### config.mk
export PLATFORM = sky130hd
export DESIGN_NAME = baud_clkgen
export DESIGN_NICKNAME = d
export VERILOG_FILES = /design/src/rtl/baud_pkg.sv /design/src/rtl/baud_prescale.sv /design/src/rtl/baud_speed.sv /design/src/rtl/baud_ratio.sv /design/src/rtl/baud_clkgen.sv
export SDC_FILE = /design/constraint.sdc
export NUM_CORES = 1
export LEC_CHECK = 0
export BUFFER_PORTS_ARGS = -buffer_cell sky130_fd_sc_hd__buf_2
export CELL_PAD_IN_SITES_DETAIL_PLACEMENT = 0
export CELL_PAD_IN_SITES_GLOBAL_PLACEMENT = 2
export CORE_MARGIN = 2
export CORE_UTILIZATION = 33
export DETAILED_ROUTE_END_ITERATION = 7
export GPL_TIMING_DRIVEN = 0
export PLACE_DENSITY = 0.86
export SETUP_SLACK_MARGIN = 0.4
export SLEW_MARGIN = 20
export SYNTH_ARGS = -nofsm -noshare
export SYNTH_HDL_FRONTEND = slang
export SYNTH_SLANG_ARGS = --single-unit
export TNS_END_PERCENT = 1
### constraint.sdc
create_clock -name clk -period 2.1 [get_ports clk]
set_input_delay 0.42 -clock clk [delete_from_list [all_inputs] [get_ports clk]]
set_output_delay 0.42 -clock clk [all_outputs]
set_load 0.1 [all_outputs]
### src/rtl/baud_pkg.sv
package baud_pkg;

    localparam int CTRL_W   = 8;
    localparam int CODE_W   = 3;
    localparam int PRE_LO   = 10;
    localparam int PRE_HI   = 30;
    localparam int RATIO_LO = 16;
    localparam int RATIO_HI = 64;
    localparam int SYNC_LEN = 2;

    localparam logic [CODE_W-1:0] CODE_EXT = '1;

    typedef struct packed {
        logic              odd;
        logic              ratio_hi;
        logic [CODE_W-1:0] speed;
        logic              pre_hi;
    } ctrl_t;

    localparam ctrl_t CTRL_RESET = '{odd: 1'b0, ratio_hi: 1'b0,
                                     speed: CODE_EXT, pre_hi: 1'b0};

    function automatic ctrl_t unpack_ctrl(input logic [CTRL_W-1:0] d);
        ctrl_t c;
        c.pre_hi   = d[0];
        c.speed    = d[CODE_W:1];
        c.ratio_hi = d[CODE_W+1];
        c.odd      = d[CODE_W+2];
        return c;
    endfunction

    function automatic logic [CTRL_W-1:0] pack_read(input ctrl_t c, input logic live_cts);
        logic [CTRL_W-1:0] r;
        r            = '0;
        r[0]         = live_cts;
        r[CODE_W:1]  = c.speed;
        r[CODE_W+1]  = c.ratio_hi;
        r[CODE_W+2]  = c.odd;
        return r;
    endfunction

endpackage

### src/rtl/baud_prescale.sv
module baud_prescale #(
    parameter int LO = 10,
    parameter int HI = 30
) (
    input  logic clk,
    input  logic rst,
    input  logic restart,
    input  logic sel_hi,
    output logic tick
);
    localparam int W = $clog2(HI);

    logic [W-1:0] cnt_q;
    logic [W-1:0] limit;

    assign limit = sel_hi ? W'(HI - 1) : W'(LO - 1);
    assign tick  = (cnt_q == limit);

    always_ff @(posedge clk) begin
        if (rst || restart) begin
            cnt_q <= '0;
        end else if (tick) begin
            cnt_q <= '0;
        end else begin
            cnt_q <= cnt_q + 1'b1;
        end
    end
endmodule

### src/rtl/baud_speed.sv
module baud_speed #(
    parameter int CODE_W = 3,
    parameter int SYNC   = 2
) (
    input  logic              clk,
    input  logic              rst,
    input  logic              restart,
    input  logic [CODE_W-1:0] code,
    input  logic              pre_tick,
    input  logic              ext_clk,
    output logic              samp
);
    localparam int MAX_SHIFT = (1 << CODE_W) - 2;
    localparam int SW        = (MAX_SHIFT < 1) ? 1 : MAX_SHIFT;
    localparam logic [CODE_W-1:0] EXT_CODE = '1;

    logic [SW-1:0] cnt_q;
    logic [SW:0]   span;
    logic          int_tick;
    logic [SYNC-1:0] sync_q;
    logic          prev_q;
    logic          ext_rise;

    assign span     = ({{SW{1'b0}}, 1'b1} << code) - 1'b1;
    assign int_tick = pre_tick && (cnt_q == span[SW-1:0]);

    always_ff @(posedge clk) begin
        if (rst || restart) begin
            cnt_q <= '0;
        end else if (pre_tick) begin
            cnt_q <= int_tick ? '0 : cnt_q + 1'b1;
        end
    end

    generate
        if (SYNC == 1) begin : g_sync1
            always_ff @(posedge clk) begin
                if (rst) sync_q <= '0;
                else     sync_q <= ext_clk;
            end
        end else begin : g_syncn
            always_ff @(posedge clk) begin
                if (rst) sync_q <= '0;
                else     sync_q <= {sync_q[SYNC-2:0], ext_clk};
            end
        end
    endgenerate

    always_ff @(posedge clk) begin
        if (rst) prev_q <= 1'b0;
        else     prev_q <= sync_q[SYNC-1];
    end

    assign ext_rise = sync_q[SYNC-1] && !prev_q;
    assign samp     = (code == EXT_CODE) ? ext_rise : int_tick;
endmodule

### src/rtl/baud_ratio.sv
module baud_ratio #(
    parameter int LO = 16,
    parameter int HI = 64
) (
    input  logic clk,
    input  logic rst,
    input  logic restart,
    input  logic sel_hi,
    input  logic samp_in,
    output logic bit_tick
);
    localparam int W = $clog2(HI);

    logic [W-1:0] cnt_q;
    logic [W-1:0] limit;

    assign limit    = sel_hi ? W'(HI - 1) : W'(LO - 1);
    assign bit_tick = samp_in && (cnt_q == limit);

    always_ff @(posedge clk) begin
        if (rst || restart) begin
            cnt_q <= '0;
        end else if (samp_in) begin
            cnt_q <= bit_tick ? '0 : cnt_q + 1'b1;
        end
    end
endmodule

### src/rtl/baud_clkgen.sv
module baud_clkgen
    import baud_pkg::*;
#(
    parameter int PRE_DIV_LO   = PRE_LO,
    parameter int PRE_DIV_HI   = PRE_HI,
    parameter int RAT_DIV_LO   = RATIO_LO,
    parameter int RAT_DIV_HI   = RATIO_HI,
    parameter int EXT_SYNC_LEN = SYNC_LEN
) (
    input  logic              clk,
    input  logic              rst,
    input  logic              wr_en,
    input  logic [CTRL_W-1:0] wr_data,
    output logic [CTRL_W-1:0] rd_data,
    input  logic              ext_clk,
    input  logic              cts,
    input  logic              tdre_in,
    output logic              tdre_out,
    output logic              parity_odd,
    output logic              samp_en,
    output logic              bit_en
);
    ctrl_t ctrl_q;
    logic  pre_tick;
    logic  samp_w;
    logic  bit_w;

    always_ff @(posedge clk) begin
        if (rst) begin
            ctrl_q <= CTRL_RESET;
        end else if (wr_en) begin
            ctrl_q <= unpack_ctrl(wr_data);
        end
    end

    baud_prescale #(.LO(PRE_DIV_LO), .HI(PRE_DIV_HI)) u_pre (
        .clk     (clk),
        .rst     (rst),
        .restart (wr_en),
        .sel_hi  (ctrl_q.pre_hi),
        .tick    (pre_tick)
    );

    baud_speed #(.CODE_W(CODE_W), .SYNC(EXT_SYNC_LEN)) u_spd (
        .clk      (clk),
        .rst      (rst),
        .restart  (wr_en),
        .code     (ctrl_q.speed),
        .pre_tick (pre_tick),
        .ext_clk  (ext_clk),
        .samp     (samp_w)
    );

    baud_ratio #(.LO(RAT_DIV_LO), .HI(RAT_DIV_HI)) u_rat (
        .clk      (clk),
        .rst      (rst),
        .restart  (wr_en),
        .sel_hi   (ctrl_q.ratio_hi),
        .samp_in  (samp_w),
        .bit_tick (bit_w)
    );

    assign samp_en    = samp_w;
    assign bit_en     = bit_w;
    assign parity_odd = ctrl_q.odd;
    assign tdre_out   = tdre_in && !cts;
    assign rd_data    = pack_read(ctrl_q, cts);
endmodule

-- Word-level counts from Yosys, hierarchy flattened
Cells that the tools add are included.
- register bits after elaboration: 26
- bits of input ports: 14
- output and inout port bits: 12
- shifts and indexed selects: 1
- $add $sub $neg: 4
- eq/ne operators: 4
- reduce and logical (&&, ||, !) cells: 8
- mux-type cells: 5
- operators by type and width (cell ; count):
    6-bit 2-to-1 mux ; 3
    6-bit by 1-bit adder with 6-bit output, second input constant ; 2
    6-bit == test ; 2
    1-bit by 3-bit left shift with 6-bit output, first input constant ; 1
    6-bit by 1-bit subtractor with 6-bit output, second input constant ; 1
    5-bit by 1-bit adder with 5-bit output, second input constant ; 1
    5-bit == test ; 1
    5-bit 2-to-1 mux ; 1
    1-bit logical AND ; 4
    3-bit == test, second input constant ; 1
    1-bit zero test ; 2
    2-bit OR reduction ; 1
    1-bit logical OR ; 1
    1-bit 2-to-1 mux ; 1

-- Depth between registers and ports, before layout
Gate-level depths: netlist (run 1).
- depth in word-level cells: 7
- gate-level depth with buffers: 7

-- Hierarchy
From an unflattened synthesis (run 1), not the netlist that was laid out.
- cell total of the unflattened synthesis: 151
- area, all modules: 1348.8 sq um
- modules (own cells, without submodules) (module ; cells an instance ; instances ; area an instance (sq um) ; seq. area each (sq um)):
    baud_speed ; 62 ; 1 ; 503.0 ; 180.2
    baud_ratio ; 38 ; 1 ; 317.8 ; 120.1
    baud_clkgen ; 29 ; 1 ; 295.3 ; 120.1
    baud_prescale ; 22 ; 1 ; 232.7 ; 100.1

-- Worst setup path before layout (run 1)
No wires, ideal clock.
- path kind: reg2out
- start: register ctrl_q, in the netlist rd_data[3]
- end: output port bit_en
- cell stages (with the launch flop): 8
- arrival time: 3.277 ns
- setup slack: -1.597 ns
- data required time: 1.680 ns
- buffers on the path: 1
- cells stage by stage: dfxtp_1 buf_4 nor3b_2 nor4b_4 o211ai_1 nor3_2 nor2_2 nor2_1
- longest elaborated chain between the ends: 6
- elaborated cells between the ends (all ways): 7
- ends and longest elaborated chain (item ; RTL line ; text):
    start: declaration ; baud_clkgen.sv:23 ; ctrl_t ctrl_q;
    start signal: assignment ; baud_clkgen.sv:32 ; ctrl_q <= unpack_ctrl(wr_data);
    1-bit by 3-bit left shift with 6-bit output ; baud_speed.sv:24 ; assign span = ({{SW{1'b0}}, 1'b1} << code) - 1'b1;
    6-bit by 1-bit subtractor with 6-bit output ; baud_speed.sv:24 ;
    6-bit == test ; baud_speed.sv:25 ; assign int_tick = pre_tick && (cnt_q == span[SW-1:0]);
    1-bit logical AND ; baud_speed.sv:25 ;
    1-bit 2-to-1 mux * ; baud_speed.sv:55 ; assign samp = (code == EXT_CODE) ? ext_rise : int_tick;
    1-bit logical AND * ; baud_ratio.sv:18 ; assign bit_tick = samp_in && (cnt_q == limit);
    end: declaration ; baud_clkgen.sv:21 ; output logic bit_en
Every way passes the cells marked *; elsewhere a longest branch is shown, timed or not.

-- Final worst setup path (run 1)
- start: register ctrl_q, in the netlist rd_data[3]
- end: output port samp_en
- longest elaborated chain between the ends: 5
- elaborated cells between the ends (all ways): 6
- ends and longest elaborated chain (item ; RTL line ; text):
    1-bit by 3-bit left shift with 6-bit output ; baud_speed.sv:24 ;
    6-bit by 1-bit subtractor with 6-bit output ; baud_speed.sv:24 ;
    6-bit == test ; baud_speed.sv:25 ;
    1-bit logical AND ; baud_speed.sv:25 ;
    1-bit 2-to-1 mux * ; baud_speed.sv:55 ;
    end: declaration ; baud_clkgen.sv:20 ; output logic samp_en,
Marked as above.

==> reports/summary.json, run 1 <==
{
  "setup_path": {
    "critical_path_required_ns": 1.68,
    "critPathSlowestCell": "sky130_fd_sc_hd__dfxtp_4",
    "ff2ff_path_depth": 8,
    "path_cells": "buf_6 > nor3b_4 > nor4b_4 > o211ai_1 > nor3_4 > nor2_4 > clkinvlp_4 > buf_6",
    "setup.worst_path.class": "flop to output pin",
    "critical_path.endpoint_type": "output pin",
    "timing.critical_path.max_delay_family": "simple AND/OR/NAND/NOR gates",
    "path_buf_inv": 3,
    "timing.critical_path.arrival_ns": 1.99,
    "r2r_setup_slack_ns": 0.08,
    "path_common_cell": "sky130_fd_sc_hd__buf_6",
    "regToRegEndpoint": "u_rat.cnt_q[5]$_SDFFE_PP0N_",
    "critPathMaxFanout": 10,
    "regToRegStartpoint": "u_spd.cnt_q[1]$_SDFFE_PP0P_",
    "critical_path.startpoint_type": "flop",
    "critical-path-max-stage-delay_ns": 0.36
  },
  "sta": {
    "fin_worst_skew_ns": 0.00706,
    "finalWorstSetupSlack_ns": -0.306,
    "max_slew.worst_pin.slew_ns": 0.592,
    "post-route-min-period_ns": 2.41,
    "timing.final.setup_violations": 2,
    "final_max_slew_viol_count": 0,
    "setup_total_negative_slack_ns": -0.551,
    "timing.final.hold_violations": 0,
    "fin_hold_ws_ns": 0.351,
    "timing.slew.headroom": 0.601,
    "finalCritPeriodShare": 1.15,
    "max_freq_mhz": 416,
    "setup_repair_after_global_routing_missed_its_margin": "true"
  },
  "clock_tree": {
    "cts.reportedPaths.clkPinSlew_ns": 0.09,
    "cts.hold.buffers_added": 0,
    "ctsLongestPathBuffers": 2,
    "clock_sinks": 26,
    "cts_htree_levels": 1,
    "clock_insertion_delay_worst_skew_ns": 0.27,
    "cts_root_buffer": "sky130_fd_sc_hd__clkbuf_8",
    "cts_tree": "built",
    "tritoncts.num_buffers": 3
  },
  "synth": {
    "yosysUniqueCellTypes": 48,
    "post_synth_inst_count": 165,
    "synth_edf_count": 0,
    "ys_dominant_reg_cell": "sky130_fd_sc_hd__dfxtp_1",
    "area_of_the_mapped_netlist_mm2": 0.00147,
    "yosys_warnings": 0,
    "async_flop_share": 0,
    "synth_sequential_area_ratio": 0.353,
    "yosys_register_bits": 26,
    "syn-mean-instance-area_um2": 8.93
  },
  "power": {
    "ir_worst_vdd_mv": 0.285,
    "p_sw_frac": 0.285,
    "total_power_w": 0.00115,
    "p_switching_w": 0.000327,
    "intPower_w": 0.000820,
    "cellLeakagePower_nw": 0.769,
    "power.density_cell_area_mw_per_mm2": 612,
    "part_of_the_total_power_dissipated_in_combinational_logic": 0.186,
    "power.share.sequential": 0.450,
    "power.clock.fraction": 0.364
  },
  "routing": {
    "met2WireLength_um": 1570,
    "drt_pass1_iterations": 4,
    "drt_iter0_drc": 60,
    "num_vias": 1287,
    "dr_wl_met3_um": 69,
    "highest-signal-layer": "met4",
    "wire_per_inst_um": 12.8,
    "routed_wirelength_um": 3210,
    "drcViolationCount": 0,
    "met1_routed_wirelength_after_detailed_routing_um": 1530,
    "vias_per_cell": 5.13,
    "ant_nets": 0
  },
  "floorplanning": {
    "num_io_pins": 26,
    "die_w_um": 70.8,
    "std_cell_rows": 24,
    "floorplan.core_area_mm2": 0.00432,
    "die_height_um": 70.8,
    "start_util": 0.341,
    "die_area_mm2": 0.00502
  },
  "place": {
    "hpwlAfterDp_um": 2330,
    "dp_slack_ns": -0.346,
    "io_buffer_count": 21,
    "place_inst": 239,
    "finalWeightedCongestion": 0.781
  },
  "global_route": {
    "grt_max_degree": 16,
    "grt_antenna_before_repair": 0,
    "grt_first_pass_wirelength_um": 5700,
    "grt-ovfl-total": 0,
    "first_global_vias": 1261,
    "global_route.usage.total": 0.138
  },
  "worst_hold_path": {
    "min_to": "rd_data[1]$_SDFFE_PP1P_",
    "hp-start": "wr_data[1]",
    "hold_path_depth": 2,
    "timing.hold.worst.class": "input port to flop"
  },
  "final_layout": {
    "antennaDiodeCount": 0,
    "final_layout_size_suffix_gt1_frac": 0.332,
    "layout_common_cells": "18 x sky130_fd_sc_hd__dfxtp_1, 18 x sky130_fd_sc_hd__buf_2, 16 x sky130_fd_sc_hd__nor2_1",
    "fin_cells": 251,
    "layout_stage_area_growth_over_the_synthesis_result_pct": 27.1,
    "final_nets": 218
  },
  "run_status": {
    "run_status": "finished with violations",
    "violated_checks": "setup timing"
  },
  "job": {
    "max_cap_viol_count": 0
  }
}
worst max-delay path by stage:
stage | endpoint | cells after the start | start
global route | samp_en | 8 | rd_data[3]$_SDFFE_PP1P_
detailed placement | bit_en | 7 | u_spd.cnt_q[1]$_SDFFE_PP0P_
finish | samp_en | 8 | rd_data[3]$_SDFFE_PP1P_
CTS | bit_en | 8 | rd_data[2]$_SDFFE_PP1P_
global placement | bit_en | 7 | u_spd.cnt_q[1]$_SDFFE_PP0P_
floorplan | bit_en | 7 | rd_data[2]$_SDFFE_PP1P_
cell usage after synthesis (all sizes together), types with 2 or more instances:
cell type,count,area [µm²]
dfxtp,26,521
nor2,18,70.1
nand2,12,52.6
nor2b,11,68.8
nand3,10,50.1
buf,7,56.3
and3,5,31.3
mux2i,5,50.1
a21oi,4,20.0
clkbuf,4,15.0
ha,4,50.1
nor3,4,36.3
nor3b,4,35.0
o21ai,4,20.0
or3,4,30.0
xnor2,4,35.0
xor2,4,35.0
a211o,3,26.3
a211oi,3,32.5
inv,3,11.3
o211ai,3,22.5
a31oi,2,12.5
and2,2,12.5
nand4,2,12.5
nand4b,2,17.5
o21bai,2,15.0
or2,2,12.5
metal layers:
metal,track usage,vias up
met5,0,-
met4,0.0419,0
met3,0.0256,4
met2,0.232,14
met1,0.179,621
li1,-,648
metrics by stage:
step | instance area [µm²] | util
6_report | 1870 | 0.433
4_1_cts | 1840 | 0.425
3_3_place_gp | 1680 | 0.389
2_1_floorplan | 1510 | -
5_1_grt | 1870 | 0.433
3_5_place_dp | 1680 | 0.389
state kept, by name, summed over array words and instances, names as in the netlist:
signal        flops
ctrl_q            1
parity_odd        1
rd_data           4
u_pre.cnt_q       5
u_rat.cnt_q       6
u_spd.cnt_q       6
u_spd.prev_q      1
u_spd.sync_q      2
final cells by class:
cell class	instances	area, µm²
sequential	26	538
inverter	3	15.0
fill	451	2450
buffer	11	76.3
multi-input combinational	126	918
timing repair buffer	29	189
clock inverter	1	30.0
tap	52	65.1
clock buffer	3	41.3
power groups by stage:
stage	clock, W	combinational [W]	sequential, W
floorplan	0	0.000134	0.000563
global placement	0	0.000203	0.000527
detailed placement	0	0.000205	0.000529
CTS	0.000426	0.000210	0.000517
global route	0.000452	0.000227	0.000519
finish	0.000418	0.000213	0.000516
kinds of logic after synthesis:
group           share of synthesized area
simple gates                        0.312
compound gates                      0.161
flops                               0.353
buf+inv                            0.0560
xor+xnor                           0.0475
mux                                0.0340
fa+ha+maj                          0.0340
other cells                       0.00254
repair_timing:
action / 4_1_cts / 5_1_grt
gates resized for setup: 10 / 9
pin swaps: 4 / 2
buffers inserted: 7 / 1
endpoints found under the setup margin: 13 / 16
Note: power is estimated with default switching activity, not from simulation.
==> run 2: changes to the inputs <==
PLACE_DENSITY = 0.84   (was 0.86)
==> reports/summary.json, run 2 (synthesized netlist as in run 1, its figures left out) <==
{
  "routing": {
    "routed_wirelength": {"value": 3120, "unit": "µm", "change": "-2.8%"},
    "drcViolationCount": {"value": 0, "change": "unchanged"},
    "drt_pass1_iterations": {"value": 4, "change": "unchanged"},
    "wire_per_inst": {"value": 12.5, "unit": "µm", "change": "-2.0%"},
    "ant_nets": {"value": 0, "change": "unchanged"},
    "drt_iter0_drc": {"value": 89, "change": "+48%"},
    "vias_per_cell": {"value": 5.13, "change": "about the same"},
    "num_vias": {"value": 1278, "change": "-0.70%"}
  },
  "sta": {
    "setup_repair_after_global_routing_missed_its_margin": "true",
    "setup_total_negative_slack": {"value": -0.531, "unit": "ns", "change": "+0.0198 ns"},
    "max_freq": {"value": 421, "unit": "MHz", "change": "+1.2%"},
    "final_max_slew_viol_count": {"value": 0, "change": "unchanged"},
    "fin_worst_skew": {"value": 0.00254, "unit": "ns", "change": "-0.00452 ns"},
    "timing.slew.headroom": {"value": 0.585, "change": "-0.0158"},
    "max_slew.worst_pin.slew": {"value": 0.616, "unit": "ns", "change": "+0.0235 ns"},
    "timing.final.setup_violations": {"value": 2, "change": "unchanged"},
    "finalWorstSetupSlack": {"value": -0.277, "unit": "ns", "change": "+0.0292 ns"},
    "post-route-min-period": {"value": 2.38, "unit": "ns", "change": "-0.0292 ns"},
    "timing.final.hold_violations": {"value": 0, "change": "unchanged"},
    "finalCritPeriodShare": {"value": 1.13, "change": "-0.0139"}
  },
  "global_route": {
    "grt_first_pass_wirelength": {"value": 5460, "unit": "µm", "change": "-4.2%"},
    "grt_antenna_before_repair": {"value": 0, "change": "unchanged"},
    "grt-ovfl-total": {"value": 0, "change": "unchanged"},
    "global_route.usage.total": {"value": 0.133, "change": "-0.00479"},
    "first_global_vias": {"value": 1237, "change": "-1.9%"},
    "grt_max_degree": {"value": 16, "change": "unchanged"}
  },
  "run_status": {
    "violated_checks": "setup timing",
    "run_status": "finished with violations"
  },
  "clock_tree": {
    "cts_htree_levels": {"value": 1, "change": "unchanged"},
    "ctsLongestPathBuffers": {"value": 2, "change": "unchanged"},
    "clock_sinks": {"value": 26, "change": "unchanged"},
    "tritoncts.num_buffers": {"value": 3, "change": "unchanged"},
    "clock_insertion_delay_worst_skew": {"value": 0.27, "unit": "ns", "change": "about the same"},
    "cts_tree": "built",
    "cts.hold.buffers_added": {"value": 0, "change": "unchanged"},
    "cts.reportedPaths.clkPinSlew": {"value": 0.10, "unit": "ns", "change": "about the same"},
    "cts_root_buffer": "sky130_fd_sc_hd__clkbuf_8"
  },
  "floorplanning": {
    "floorplan.core_area": {"value": 0.00432, "unit": "mm²", "change": "unchanged"},
    "die_w": {"value": 70.8, "unit": "µm", "change": "unchanged"},
    "std_cell_rows": {"value": 24, "change": "unchanged"},
    "start_util": {"value": 0.341, "change": "unchanged"},
    "die_area": {"value": 0.00502, "unit": "mm²", "change": "unchanged"},
    "die_height": {"value": 70.8, "unit": "µm", "change": "unchanged"},
    "num_io_pins": {"value": 26, "change": "unchanged"}
  },
  "place": {
    "dp_slack": {"value": -0.364, "unit": "ns", "change": "-0.0186 ns"},
    "finalWeightedCongestion": {"value": 0.730, "change": "-6.5%"},
    "hpwlAfterDp": {"value": 2370, "unit": "µm", "change": "+1.4%"},
    "dpl_cell_area": {"value": 0.00168, "unit": "mm²", "change": "unchanged"},
    "io_buffer_count": {"value": 21, "change": "unchanged"},
    "place_inst": {"value": 239, "change": "unchanged"}
  },
  "setup_path": {
    "critical_path_required": {"value": 1.68, "unit": "ns", "change": "about the same"},
    "timing.critical_path.arrival": {"value": 1.96, "unit": "ns", "change": "-0.03 ns"},
    "critical_path.startpoint_type": "flop",
    "setup.worst_path.class": "flop to output pin",
    "critical_path.endpoint_type": "output pin",
    "critPathMaxFanout": {"value": 10, "change": "unchanged"}
  },
  "power": {
    "intPower": {"value": 0.000821, "unit": "W", "change": "+0.13%"},
    "power.density_cell_area": {"value": 621, "unit": "mW/mm²", "change": "+1.3%"},
    "part_of_the_total_power_dissipated_in_combinational_logic": {"value": 0.186, "change": "about the same"},
    "power.share.sequential": {"value": 0.447, "change": "-0.003"},
    "power.clock.fraction": {"value": 0.366, "change": "+0.002"},
    "p_sw_frac": {"value": 0.288, "change": "+0.00278"},
    "p_switching": {"value": 0.000332, "unit": "W", "change": "+1.5%"},
    "ir_worst_vdd": {"value": 0.273, "unit": "mV", "change": "-3.9%"},
    "cellLeakagePower": {"value": 0.761, "unit": "nW", "change": "-1.1%"}
  },
  "final_layout": {
    "antennaDiodeCount": {"value": 0, "change": "unchanged"},
    "fill_cells": {"value": 446, "change": "-1.1%"},
    "layout_common_cells": "20 x sky130_fd_sc_hd__dfxtp_1, 19 x sky130_fd_sc_hd__buf_2, 16 x sky130_fd_sc_hd__nor2_1",
    "final_nets": {"value": 216, "change": "-0.92%"},
    "fin_cells": {"value": 249, "change": "-0.80%"},
    "largest_registers": "u_rat.cnt_q x6, u_spd.cnt_q x6, u_pre.cnt_q x5",
    "final_layout_size_suffix_gt1_frac": {"value": 0.320, "change": "-0.0119"},
    "post-route-cell-area": {"value": 0.00186, "unit": "mm²", "change": "-0.80%"},
    "layout_stage_area_growth_over_the_synthesis_result_pct": 26.1,
    "layout_commonest_cell": "sky130_fd_sc_hd__dfxtp_1"
  },
  "worst_hold_path": {
    "timing.hold.worst.class": "input port to flop"
  },
  "job": {
    "max_cap_viol_count": {"value": 0, "change": "unchanged"}
  }
}
-- run 2: cell types whose count changed in the layout (fill, tap and decap cells not counted), sizes merged --
| cell | change |
|---|---|
| buf | -2 |
-- run 2: layer usage --
layer	routed length, µm	up-vias	global-route usage
met2	1540	15	0.235
met4	37	0	0.0440
li1	-	642	-
met5	0	-	0
met3	89	4	0.0256
met1	1450	617	0.162
-- run 2: stage by stage --
stage | util | hold slack [ns] | power [W]
2_1_floorplan | - | 0.414 | 0.000697
4_1_cts | 0.425 | 0.346 | 0.00116
3_5_place_dp | 0.389 | 0.426 | 0.000735
5_1_grt | 0.430 | 0.344 | 0.00119
6_report | 0.430 | 0.347 | 0.00115
3_3_place_gp | 0.389 | 0.419 | 0.000731
-- run 2: worst max-delay path: stages, from the launching register on --
cell and delay, ns:
sky130_fd_sc_hd__dfxtp_4 0.37, sky130_fd_sc_hd__buf_6 0.14, sky130_fd_sc_hd__nor3b_4 0.22, sky130_fd_sc_hd__nor4b_4 0.08, sky130_fd_sc_hd__o211ai_1 0.31, sky130_fd_sc_hd__nor3_4 0.08
sky130_fd_sc_hd__nor2_4 0.19, sky130_fd_sc_hd__clkinvlp_4 0.11, sky130_fd_sc_hd__buf_6 0.18
-- run 2: timing repair --
action                                  in CTS  in global routing
resized for setup                           13                  5
buffers inserted                             5                  1
endpoints found under the setup margin      13                 19
pin swaps                                    4                  2
-- run 2: power by group through the flow --
stage / Combinational (W) / Sequential (W) / Clock, W
floorplan: 0.000134 / 0.000563 / 0
global placement: 0.000204 / 0.000527 / 0
detailed placement: 0.000206 / 0.000528 / 0
CTS: 0.000213 / 0.000517 / 0.000426
global route: 0.000228 / 0.000519 / 0.000445
finish: 0.000215 / 0.000516 / 0.000423
-- run 2: worst paths after layout --
path,start,to,slack [ns],cells after the start
setup / recovery,rd_data[3]$_SDFFE_PP1P_,samp_en,-0.28,8
hold / removal,wr_data[2],rd_data[2]$_SDFFE_PP1P_,0.35,2
setup reg to reg,u_spd.cnt_q[1]$_SDFFE_PP0P_,u_rat.cnt_q[5]$_SDFFE_PP0N_,0.05,8
hold reg to reg,u_spd.sync_q[0]$_SDFF_PP0_,u_spd.sync_q[1]$_SDFF_PP0_,0.45,1
-- run 2: final cells by class --
cell class | count | area [µm²] | area share
clock buffer | 3 | 41.3 | 0.0222
sequential | 26 | 536 | 0.288
timing repair buffer | 27 | 171 | 0.0923
multi-input combinational | 126 | 920 | 0.495
buffer | 11 | 80.1 | 0.0431
clock inverter | 1 | 30.0 | 0.0162
inverter | 3 | 15.0 | 0.00808
tap | 52 | 65.1 | 0.0350
==> run 3: changes to the inputs <==
CELL_PAD_IN_SITES_DETAIL_PLACEMENT = unset   (was 0)
CELL_PAD_IN_SITES_GLOBAL_PLACEMENT = unset   (was 2)
CORE_UTILIZATION = 50   (was 33)
PLACE_DENSITY = 0.79   (was 0.84)
clock period = 2.7 ns   (was 2.1 ns; I/O delays follow)
==> reports/summary.json, run 3 (synthesized netlist as in run 1, its figures left out) <==
{
  "run_status": {
    "run_status": "completed"
  },
  "routing": {
    "wire_per_inst": {"value": 12.9, "unit": "µm", "change": "+2.7%"},
    "met2WireLength": {"value": 1590, "unit": "µm", "change": "+3.4%"},
    "drcViolationCount": {"value": 0, "change": "unchanged"},
    "dr_wl_met3": {"value": 119, "unit": "µm", "change": "+34%"},
    "highest-signal-layer": "met4",
    "drt_pass1_iterations": {"value": 5, "change": "+1"},
    "met1_routed_wirelength_after_detailed_routing": {"value": 1220, "unit": "µm", "change": "-16%"},
    "vias_per_cell": {"value": 5.54, "change": "+8.0%"},
    "drt_iter0_drc": {"value": 52, "change": "-42%"},
    "routed_wirelength": {"value": 2960, "unit": "µm", "change": "-5.2%"},
    "ant_nets": {"value": 0, "change": "unchanged"},
    "num_vias": {"value": 1275, "change": "-0.23%"}
  },
  "place": {
    "hpwlAfterDp": {"value": 2090, "unit": "µm", "change": "-11%"},
    "finalWeightedCongestion": {"value": 0.819, "change": "+12%"},
    "io_buffer_count": {"value": 21, "change": "unchanged"},
    "place_inst": {"value": 218, "change": "-8.8%"},
    "dp_slack": {"value": 0.143, "unit": "ns", "change": "+0.507 ns"}
  },
  "global_route": {
    "global_route.usage.total": {"value": 0.194, "change": "+0.0607"},
    "grt_max_degree": {"value": 16, "change": "unchanged"},
    "grt_antenna_before_repair": {"value": 0, "change": "unchanged"},
    "first_global_vias": {"value": 1209, "change": "-2.3%"},
    "grt-ovfl-total": {"value": 0, "change": "unchanged"},
    "grt_first_pass_wirelength": {"value": 5120, "unit": "µm", "change": "-6.2%"}
  },
  "floorplanning": {
    "die_height": {"value": 58.3, "unit": "µm", "change": "-18%"},
    "die_area": {"value": 0.00340, "unit": "mm²", "change": "-32%"},
    "std_cell_rows": {"value": 19, "change": "-21%"},
    "floorplan.core_area": {"value": 0.00278, "unit": "mm²", "change": "-36%"},
    "start_util": {"value": 0.530, "change": "+0.189"},
    "die_w": {"value": 58.3, "unit": "µm", "change": "-18%"},
    "num_io_pins": {"value": 26, "change": "unchanged"}
  },
  "power": {
    "ir_worst_vdd": {"value": 0.466, "unit": "mV", "change": "+70%"},
    "power.density_cell_area": {"value": 444, "unit": "mW/mm²", "change": "-28%"},
    "total_power": {"value": 0.000801, "unit": "W", "change": "-31%"},
    "p_sw_frac": {"value": 0.308, "change": "+0.0207"},
    "intPower": {"value": 0.000554, "unit": "W", "change": "-33%"},
    "cellLeakagePower": {"value": 0.754, "unit": "nW", "change": "-0.83%"},
    "part_of_the_total_power_dissipated_in_combinational_logic": {"value": 0.204, "change": "+0.018"},
    "power.share.sequential": {"value": 0.502, "change": "+0.055"},
    "power.clock.fraction": {"value": 0.294, "change": "-0.072"},
    "p_switching": {"value": 0.000247, "unit": "W", "change": "-26%"}
  },
  "worst_hold_path": {
    "min_to": "rd_data[1]$_SDFFE_PP1P_",
    "hold_path_depth": {"value": 2, "change": "unchanged"},
    "timing.hold.worst.class": "input port to flop",
    "hp-start": "wr_data[1]"
  },
  "sta": {
    "finalCritPeriodShare": 0.941,
    "fin_worst_skew": {"value": 0.0115, "unit": "ns", "change": "+0.00894 ns"},
    "timing.final.setup_violations": {"value": 0, "change": "-2"},
    "max_slew.worst_pin.slew": {"value": 0.626, "unit": "ns", "change": "+0.0107 ns"},
    "finalWorstSetupSlack": {"value": 0.160, "unit": "ns", "change": "+0.437 ns"},
    "setup_repair_after_global_routing_missed_its_margin": "true",
    "final_max_slew_viol_count": {"value": 0, "change": "unchanged"},
    "timing.final.hold_violations": {"value": 0, "change": "unchanged"},
    "max_freq_mhz": 394,
    "post-route-min-period_ns": 2.54,
    "setup_total_negative_slack": {"value": 0, "unit": "ns", "change": "+0.531 ns"},
    "timing.slew.headroom": {"value": 0.578, "change": "-0.00720"}
  },
  "final_layout": {
    "layout_stage_area_growth_over_the_synthesis_result_pct": 22.2,
    "antennaDiodeCount": {"value": 0, "change": "unchanged"},
    "layout_commonest_cell": "sky130_fd_sc_hd__dfxtp_1",
    "postLayoutCoreUtil": {"value": 0.648, "change": "+0.218"},
    "final_layout_size_suffix_gt1_frac": {"value": 0.317, "change": "-0.00321"},
    "layout_common_cells": "20 x sky130_fd_sc_hd__dfxtp_1, 19 x sky130_fd_sc_hd__buf_2, 16 x sky130_fd_sc_hd__nor2_1",
    "fin_cells": {"value": 230, "change": "-7.6%"},
    "largest_registers": "u_rat.cnt_q x6, u_spd.cnt_q x6, u_pre.cnt_q x5",
    "fill_cells": {"value": 224, "change": "-50%"},
    "final_nets": {"value": 218, "change": "+0.93%"}
  },
  "clock_tree": {
    "tritoncts.num_buffers": {"value": 3, "change": "unchanged"},
    "cts_tree": "built",
    "clock_insertion_delay_worst_skew": {"value": 0.34, "unit": "ns", "change": "+0.07 ns"},
    "cts_htree_levels": {"value": 1, "change": "unchanged"},
    "cts.hold.buffers_added": {"value": 0, "change": "unchanged"},
    "cts_root_buffer": "sky130_fd_sc_hd__clkbuf_4",
    "cts.reportedPaths.clkPinSlew": {"value": 0.15, "unit": "ns", "change": "+0.05 ns"},
    "ctsLongestPathBuffers": {"value": 2, "change": "unchanged"},
    "clock_sinks": {"value": 26, "change": "unchanged"}
  },
  "job": {
    "max_cap_viol_count": {"value": 0, "change": "unchanged"}
  },
  "setup_path": {
    "critical_path_required": {"value": 2.16, "unit": "ns", "change": "+0.48 ns"},
    "ff2ff_path_depth": {"value": 8, "change": "unchanged"},
    "critPathMaxFanout": {"value": 9, "change": "-1"},
    "regToRegEndpoint": "u_rat.cnt_q[5]$_SDFFE_PP0N_",
    "r2r_setup_slack": {"value": 0.68, "unit": "ns", "change": "+0.63 ns"},
    "regToRegStartpoint": "u_spd.cnt_q[1]$_SDFFE_PP0P_",
    "critical_path.endpoint_type": "output pin",
    "timing.critical_path.arrival": {"value": 2.00, "unit": "ns", "change": "+0.04 ns"},
    "critical_path.startpoint_type": "flop",
    "setup.worst_path.class": "flop to output pin"
  }
}
[run 3: cell type report]
cell class | count | area [µm²] | share of cell area
Clock buffer | 4 | 47.5 | 0.0264
Inverter | 3 | 15.0 | 0.00833
Tap cell | 31 | 38.8 | 0.0215
Sequential cell | 26 | 533 | 0.296
Multi-Input combinational cell | 126 | 915 | 0.508
Timing Repair Buffer | 29 | 178 | 0.0986
Buffer | 11 | 75.1 | 0.0417
[run 3: power groups by stage]
stage | registers (W) | clock network (W) | logic, W
3_3_place_gp | 0.000410 | 0 | 0.000156
2_1_floorplan | 0.000438 | 0 | 0.000104
4_1_cts | 0.000402 | 0.000240 | 0.000163
6_report | 0.000402 | 0.000235 | 0.000163
3_5_place_dp | 0.000411 | 0 | 0.000159
5_1_grt | 0.000404 | 0.000258 | 0.000174
[run 3: layer usage]
metal	GRT usage	vias up
li1	-	649
met1	0.217	596
met2	0.358	26
met3	0.0505	4
met4	0.0532	0
met5	0	-
[run 3: how the worst max path moves through the flow]
stage,cells past startpoint,slack (ns),endpoint,from
after floorplan,7,0.15,bit_en,rd_data[2]$_SDFFE_PP1P_
after global placement,7,0.18,bit_en,u_spd.cnt_q[1]$_SDFFE_PP0P_
after detailed placement,7,0.14,bit_en,u_spd.cnt_q[1]$_SDFFE_PP0P_
after CTS,8,0.16,samp_en,rd_data[3]$_SDFFE_PP1P_
after global routing,8,0.05,samp_en,rd_data[3]$_SDFFE_PP1P_
final,7,0.16,bit_en,u_spd.cnt_q[1]$_SDFFE_PP0P_
[run 3: metrics by stage]
stage | hold slack [ns] | cell area (µm²)
floorplan | 0.414 | 1510
global placement | 0.427 | 1660
detailed placement | 0.430 | 1660
CTS | 0.396 | 1790
global route | 0.375 | 1800
finish | 0.405 | 1800
[run 3: timing repair]
| action | in CTS | in global routing |
|---|---|---|
| resized for setup | 8 | 3 |
| endpoints found under the setup margin | 2 | 2 |
| pin swaps | 4 | 0 |
| buffers inserted | 8 | 0 |
[run 3: worst max-delay path: stages (launching register included)]
cell	delay (ns)
sky130_fd_sc_hd__dfxtp_2	0.39
sky130_fd_sc_hd__nor2b_1	0.16
sky130_fd_sc_hd__nor4b_4	0.31
sky130_fd_sc_hd__o211ai_1	0.18
sky130_fd_sc_hd__nor3_4	0.21
sky130_fd_sc_hd__nor2_4	0.08
sky130_fd_sc_hd__nor2_4	0.09
sky130_fd_sc_hd__buf_6	0.23
